===== src/rtl/icyc_pkg.sv =====
package icyc_pkg;

  typedef enum logic [2:0] {
    CL_PLAIN     = 3'd0,
    CL_PCWRITE   = 3'd1,
    CL_SKIP_CLR  = 3'd2,
    CL_SKIP_SET  = 3'd3,
    CL_SKIP_ZERO = 3'd4,
    CL_PCL_ADD   = 3'd5,
    CL_SPARE6    = 3'd6,
    CL_SPARE7    = 3'd7
  } ins_class_e;

  function automatic logic skip_wanted(input ins_class_e c, input logic tbit,
                                       input logic zres);
    logic r;
    case (c)
      CL_PCWRITE,
      CL_PCL_ADD:   r = 1'b1;
      CL_SKIP_CLR:  r = ~tbit;
      CL_SKIP_SET:  r = tbit;
      CL_SKIP_ZERO: r = zres;
      default:      r = 1'b0;
    endcase
    return r;
  endfunction

endpackage


===== src/rtl/icyc_phase_ring.sv =====
module icyc_phase_ring #(
  parameter int NUM_PH = 4
) (
  input  logic              clk,
  input  logic              rst_n,
  output logic [NUM_PH-1:0] ph
);
  localparam logic [NUM_PH-1:0] PH_FIRST = NUM_PH'(1);

  logic [NUM_PH-1:0] ph_q, ph_d;

  always_comb begin
    ph_d = {ph_q[NUM_PH-2:0], ph_q[NUM_PH-1]};
  end

  always_ff @(posedge clk or negedge rst_n) begin
    if (!rst_n) ph_q <= PH_FIRST;
    else        ph_q <= ph_d;
  end

  assign ph = ph_q;

  // exactly one phase strobe is active at any time
  a_r2_onehot: assert property (@(posedge clk) disable iff (!rst_n)
    $countones(ph_q) == 1);

  // each phase hands over to its successor on the next edge
  for (genvar i = 0; i < NUM_PH; i++) begin : g_rot
    a_r2_advance: assert property (@(posedge clk) disable iff (!rst_n)
      ph_q[i] |=> ph_q[(i + 1) % NUM_PH]);
  end

endmodule


===== src/rtl/icyc_skip_judge.sv =====
module icyc_skip_judge
  import icyc_pkg::*;
(
  input  logic       clk,
  input  logic       rst_n,
  input  logic       ph_exec,
  input  logic       ph_wb,
  input  logic       nop_cycle,
  input  logic [2:0] ins_class,
  input  logic       test_bit,
  input  logic       zero_res,
  output logic       flush
);
  logic skip_q, skip_d, skip_en;

  always_comb begin
    skip_en = ph_exec | ph_wb;
    skip_d  = 1'b0;
    if (ph_exec)
      skip_d = ~nop_cycle & skip_wanted(ins_class_e'(ins_class), test_bit, zero_res);
  end

  always_ff @(posedge clk or negedge rst_n) begin
    if (!rst_n)       skip_q <= 1'b0;
    else if (skip_en) skip_q <= skip_d;
  end

  assign flush = skip_q & ph_wb;

  // a pending decision exists only between the execute and write-back phases
  a_r12_flush_in_wb: assert property (@(posedge clk) disable iff (!rst_n)
    flush |-> $past(ph_exec));

  // a forced no-operation cycle never produces a skip decision
  a_r10_nop_no_skip: assert property (@(posedge clk) disable iff (!rst_n)
    (ph_exec && nop_cycle) |=> !skip_q);

endmodule


===== src/rtl/icyc_ireg.sv =====
module icyc_ireg #(
  parameter int            IW       = 14,
  parameter logic [IW-1:0] NOP_WORD = '0
) (
  input  logic          clk,
  input  logic          rst_n,
  input  logic          load,
  input  logic          flush,
  input  logic [IW-1:0] fetch_word,
  output logic [IW-1:0] ir_word,
  output logic          nop_cycle
);
  logic [IW-1:0] ir_q, ir_d;
  logic          nop_q, nop_d;

  always_comb begin
    ir_d  = flush ? NOP_WORD : fetch_word;
    nop_d = flush;
  end

  always_ff @(posedge clk or negedge rst_n) begin
    if (!rst_n) begin
      ir_q  <= NOP_WORD;
      nop_q <= 1'b1;
    end else if (load) begin
      ir_q  <= ir_d;
      nop_q <= nop_d;
    end
  end

  assign ir_word   = ir_q;
  assign nop_cycle = nop_q;

  // the instruction register holds its word outside the load phase
  a_r3_hold: assert property (@(posedge clk) disable iff (!rst_n)
    !load |=> $stable(ir_q) && $stable(nop_q));

endmodule


===== src/rtl/icyc_seq.sv =====
module icyc_seq
  import icyc_pkg::*;
#(
  parameter int            NUM_PH   = 4,
  parameter int            IW       = 14,
  parameter logic [IW-1:0] NOP_WORD = '0
) (
  input  logic              clk,
  input  logic              rst_n,
  input  logic [IW-1:0]     fetch_word,
  input  logic [2:0]        ins_class,
  input  logic              test_bit,
  input  logic              zero_res,
  output logic [NUM_PH-1:0] phase,
  output logic              fetch_en,
  output logic              flush,
  output logic [IW-1:0]     ir_word,
  output logic              nop_cycle
);
  localparam int SYNC_N  = 2;
  localparam int PH_EXEC = NUM_PH - 2;
  localparam int PH_WB   = NUM_PH - 1;

  logic [SYNC_N-1:0] rst_sync_q;
  logic              rst_int_n;

  always_ff @(posedge clk or negedge rst_n) begin
    if (!rst_n) rst_sync_q <= '0;
    else        rst_sync_q <= {rst_sync_q[SYNC_N-2:0], 1'b1};
  end
  assign rst_int_n = rst_sync_q[SYNC_N-1];

  logic [NUM_PH-1:0] ph;

  icyc_phase_ring #(.NUM_PH(NUM_PH)) u_ring (
    .clk   (clk),
    .rst_n (rst_int_n),
    .ph    (ph)
  );

  icyc_skip_judge u_judge (
    .clk       (clk),
    .rst_n     (rst_int_n),
    .ph_exec   (ph[PH_EXEC]),
    .ph_wb     (ph[PH_WB]),
    .nop_cycle (nop_cycle),
    .ins_class (ins_class),
    .test_bit  (test_bit),
    .zero_res  (zero_res),
    .flush     (flush)
  );

  icyc_ireg #(.IW(IW), .NOP_WORD(NOP_WORD)) u_ireg (
    .clk        (clk),
    .rst_n      (rst_int_n),
    .load       (ph[PH_WB]),
    .flush      (flush),
    .fetch_word (fetch_word),
    .ir_word    (ir_word),
    .nop_cycle  (nop_cycle)
  );

  assign phase    = ph;
  assign fetch_en = ph[PH_WB];

  // a flush yields exactly a NOP word in the next cycle
  a_r5_flush_gives_nop: assert property (@(posedge clk) disable iff (!rst_int_n)
    flush |=> nop_cycle && (ir_word == NOP_WORD));

  // an unflushed fetch leaves a live instruction in the register
  a_r4_fetch_live: assert property (@(posedge clk) disable iff (!rst_int_n)
    (fetch_en && !flush) |=> !nop_cycle);

  // a forced no-operation is never itself flushed
  a_r10_single_nop: assert property (@(posedge clk) disable iff (!rst_int_n)
    nop_cycle |-> !flush);

endmodule


===== config.mk =====
export PLATFORM = sky130hd
export DESIGN_NAME = icyc_seq
export DESIGN_NICKNAME = d
export VERILOG_FILES = /design/src/rtl/icyc_pkg.sv /design/src/rtl/icyc_phase_ring.sv /design/src/rtl/icyc_skip_judge.sv /design/src/rtl/icyc_ireg.sv /design/src/rtl/icyc_seq.sv
export SDC_FILE = /design/constraint.sdc
export NUM_CORES = 1
export LEC_CHECK = 0
export ABC_AREA = 1
export BUFFER_PORTS_ARGS = -buffer_cell sky130_fd_sc_hd__buf_4
export CORE_MARGIN = 3
export CORE_UTILIZATION = 47
export DETAILED_ROUTE_END_ITERATION = 16
export GPL_ROUTABILITY_DRIVEN = 0
export GPL_TIMING_DRIVEN = 0
export PLACE_DENSITY = 0.81
export SETUP_SLACK_MARGIN = 0.1
export SLEW_MARGIN = 40
export SYNTH_ARGS = -nofsm -noshare
export SYNTH_HDL_FRONTEND = slang
export SYNTH_SLANG_ARGS = --single-unit
export TNS_END_PERCENT = 50

===== constraint.sdc =====
create_clock -name clk -period 1.6 [get_ports clk]
set_input_delay 0 -clock clk [delete_from_list [all_inputs] [get_ports clk]]
set_output_delay 0 -clock clk [all_outputs]
set_load 0.01 [all_outputs]

==> impl_metrics.py <==
metrics = {
    "cells_and_area": {
        "stdcell_count": 175,
        "drive_gt1_frac": 0.364,
        "stdcell_area_um2": 1400,
        "syn2layout_area_growth_pct": 61.3,
        "fin_nets": 174,
        "n_fill_cell": 83,
        "antennaDiodeCount": 0,
    },
    "place": {
        "post-dp-hpwl_um": 1530,
        "dp_cells": 155,
        "portBuffers": 41,
        "placement.cell_area_um2": 1200,
    },
    "routing": {
        "wl_met1_um": 917,
        "via_count": 831,
        "drc_errors": 0,
        "dr_wl_met2_um": 1200,
        "drt-initial-drc-count": 9,
        "dr.pass1.iters": 4,
        "drt_wl_total_um": 2260,
        "wl_per_cell_um": 12.9,
        "met3_wirelength_um": 140,
        "via_per_inst": 4.75,
        "dr.max_layer_used": "met4",
        "antenna_left": 0,
    },
    "global_route": {
        "grt_usage": 0.212,
        "grt_overflow": 0,
        "grt_pass1_vias": 886,
        "antenna_found_initial": 0,
        "grt_pass1_wl_um": 3950,
        "grt_max_degree": 21,
    },
    "clocking": {
        "numCtsBuffers": 3,
        "htreeDepth": 1,
        "clkLatencyLatePin_ns": 0.29,
        "cts_buffer_depth": 2,
        "post_cts_buffers": 0,
        "cts_root_buf": "clkbuf_4",
        "clk_pin_slew_ns": 0.11,
        "cts_resized": 0,
        "cts-hold-fix-buffers": 17,
        "cts_tree": "built",
        "clock_sinks": 22,
    },
    "synth": {
        "synth_cell_types": 14,
        "yosysMostFrequentCell": "nand2_1",
        "ys_seq_elements": 22,
        "syn_nets": 111,
        "yosys-top-cells-area": "dfrtp_1, nand2_1, dfstp_2",
        "seq_area_frac_synth": 0.638,
        "synth_enable_flop_cells": 0,
        "synthCells": 90,
        "synth.avg_cell_area_um2": 9.63,
        "ys_warn_count": 0,
        "yosysTopAreaCell": "dfrtp_1",
        "ys.flop_type": "dfrtp_1",
        "async_reset_ff_frac": 1.00,
        "synth_commonest_cells": "nand2_1, dfrtp_1, o21ai_1",
        "synth_top_area_share": 0.577,
        "syn_area_um2": 867,
    },
    "floorplanning": {
        "die_w_um": 49.0,
        "core_um2": 1610,
        "rows": 14,
        "pin_count": 42,
        "die-area_um2": 2400,
        "die_height_um": 49.0,
        "start_util": 0.538,
    },
    "worst_setup_path": {
        "r2r_setup_slack_ns": 0.53,
        "cp-start-kind": "flip-flop",
        "arrival_ns": 1.31,
        "crit_path_max_fanout": 10,
        "worst_ep_required_time_ns": 1.60,
        "worst-setup-path-type": "reg -> out",
        "critPathCaptureType": "primary output",
    },
    "sta": {
        "setup_tns_ns": 0,
        "slew_viol_final": 0,
        "final.min_clock_period_ns": 1.31,
        "fmax_mhz": 762,
        "finClkSkew_ns": 0.000952,
        "min_period_over_period": 0.820,
        "rsz0062_at_grt": "false",
        "setup_viol": 0,
        "finalHoldViolations": 0,
    },
    "outcome": {
        "status": "complete, no violations",
    },
    "hold_path": {
        "min_path_type": "in -> reg",
    },
    "pwr": {
        "finalPower_mw": 0.886,
        "ir_worst_vdd_mv": 0.562,
        "pwr_density_cell_nw_per_um2": 634,
        "p_leak_nw": 0.730,
    },
    "flow_run": {
        "maxCapViolations": 0,
    },
}
==> logic make-up after synthesis <==
logic type | after synthesis | synth area share
flops | 22 | 0.638
compound gates | 15 | 0.0866
buf+inv | 12 | 0.0909
other cells | 1 | 0.00432
simple gates | 40 | 0.180
==> metal layers <==
layer  vias up  GRT usage
met4         0     0.0521
met2        42      0.398
li1        401          -
met3         2     0.0398
met1       386      0.244
met5         -          0
==> worst paths after layout <==
kind                                          from                             end  depth (start not counted)
max                         u_ring.ph[3]$_DFF_PN0_                           flush                          5
min                                       zero_res      u_judge.skip_q$_DFFE_PN0P_                          5
max reg2reg                 u_ring.ph[3]$_DFF_PN0_  u_ireg.ir_word[12]$_DFFE_PN0P_                          5
min reg2reg                rst_sync_q[1]$_DFF_PN0_          u_ring.ph[3]$_DFF_PN0_                          0
max in group asynchronous                    rst_n         rst_sync_q[1]$_DFF_PN0_                          3
min in group asynchronous  rst_sync_q[1]$_DFF_PN0_          u_ring.ph[3]$_DFF_PN0_                          0
==> critical path: stages (launching register included) <==
cell and delay, ns:
dfrtp_1 0.46, buf_6 0.17, buf_6 0.14, nand2_1 0.07, inv_1 0.06, buf_4 0.11
==> area by class of cell <==
type / instances / area (um^2) / share of cell area
repair buffers: 58 / 478 / 0.342
inverters: 6 / 25.0 / 0.0179
well taps: 24 / 30.0 / 0.0215
clock buffers: 3 / 22.5 / 0.0161
plain buffers: 6 / 53.8 / 0.0385
flip-flops and latches: 22 / 554 / 0.396
multi-input cells: 56 / 235 / 0.168
==> layout by cell type, fill, tap and decap left out <==
cell	instances
buf_4	43
nand2_1	34
dfrtp_1	19
dlygate4sd3_1	17
o21ai_1	8
o21ai_0	7
inv_1	5
buf_6	3
nand3_1	3
clkbuf_4	3
nor2_1	2
dfstp_2	2
buf_2	1
inv_4	1
nor2_2	1
conb_1	1
dfrtp_2	1
==> state kept, by name, summed over array words and instances, names as in the netlist <==
name / cells
u_ireg.nop_cycle: 1
u_ireg.ir_word: 14
u_judge.skip_q: 1
u_ring.ph: 4
rst_sync_q: 2
==> stage by stage <==
step	utilization	setup WS [ns]	hold WS, ns
3_5_place_dp	0.748	0.550	-0.217
2_1_floorplan	-	0.637	-0.296
6_report	0.868	0.288	0.0529
4_1_cts	0.867	0.272	0.0435
5_1_grt	0.868	0.185	0.0830
3_3_place_gp	0.748	0.613	-0.218
==> power breakdown <==
group / leakage, nW / switching, mW / internal (mW)
logic: 0.422 / 0.0196 / 0.0599
registers: 0.295 / 0.00932 / 0.559
clock network: 0.0138 / 0.151 / 0.0876
total: 0.730 / 0.180 / 0.706
Power figures use the tool's default switching activity.
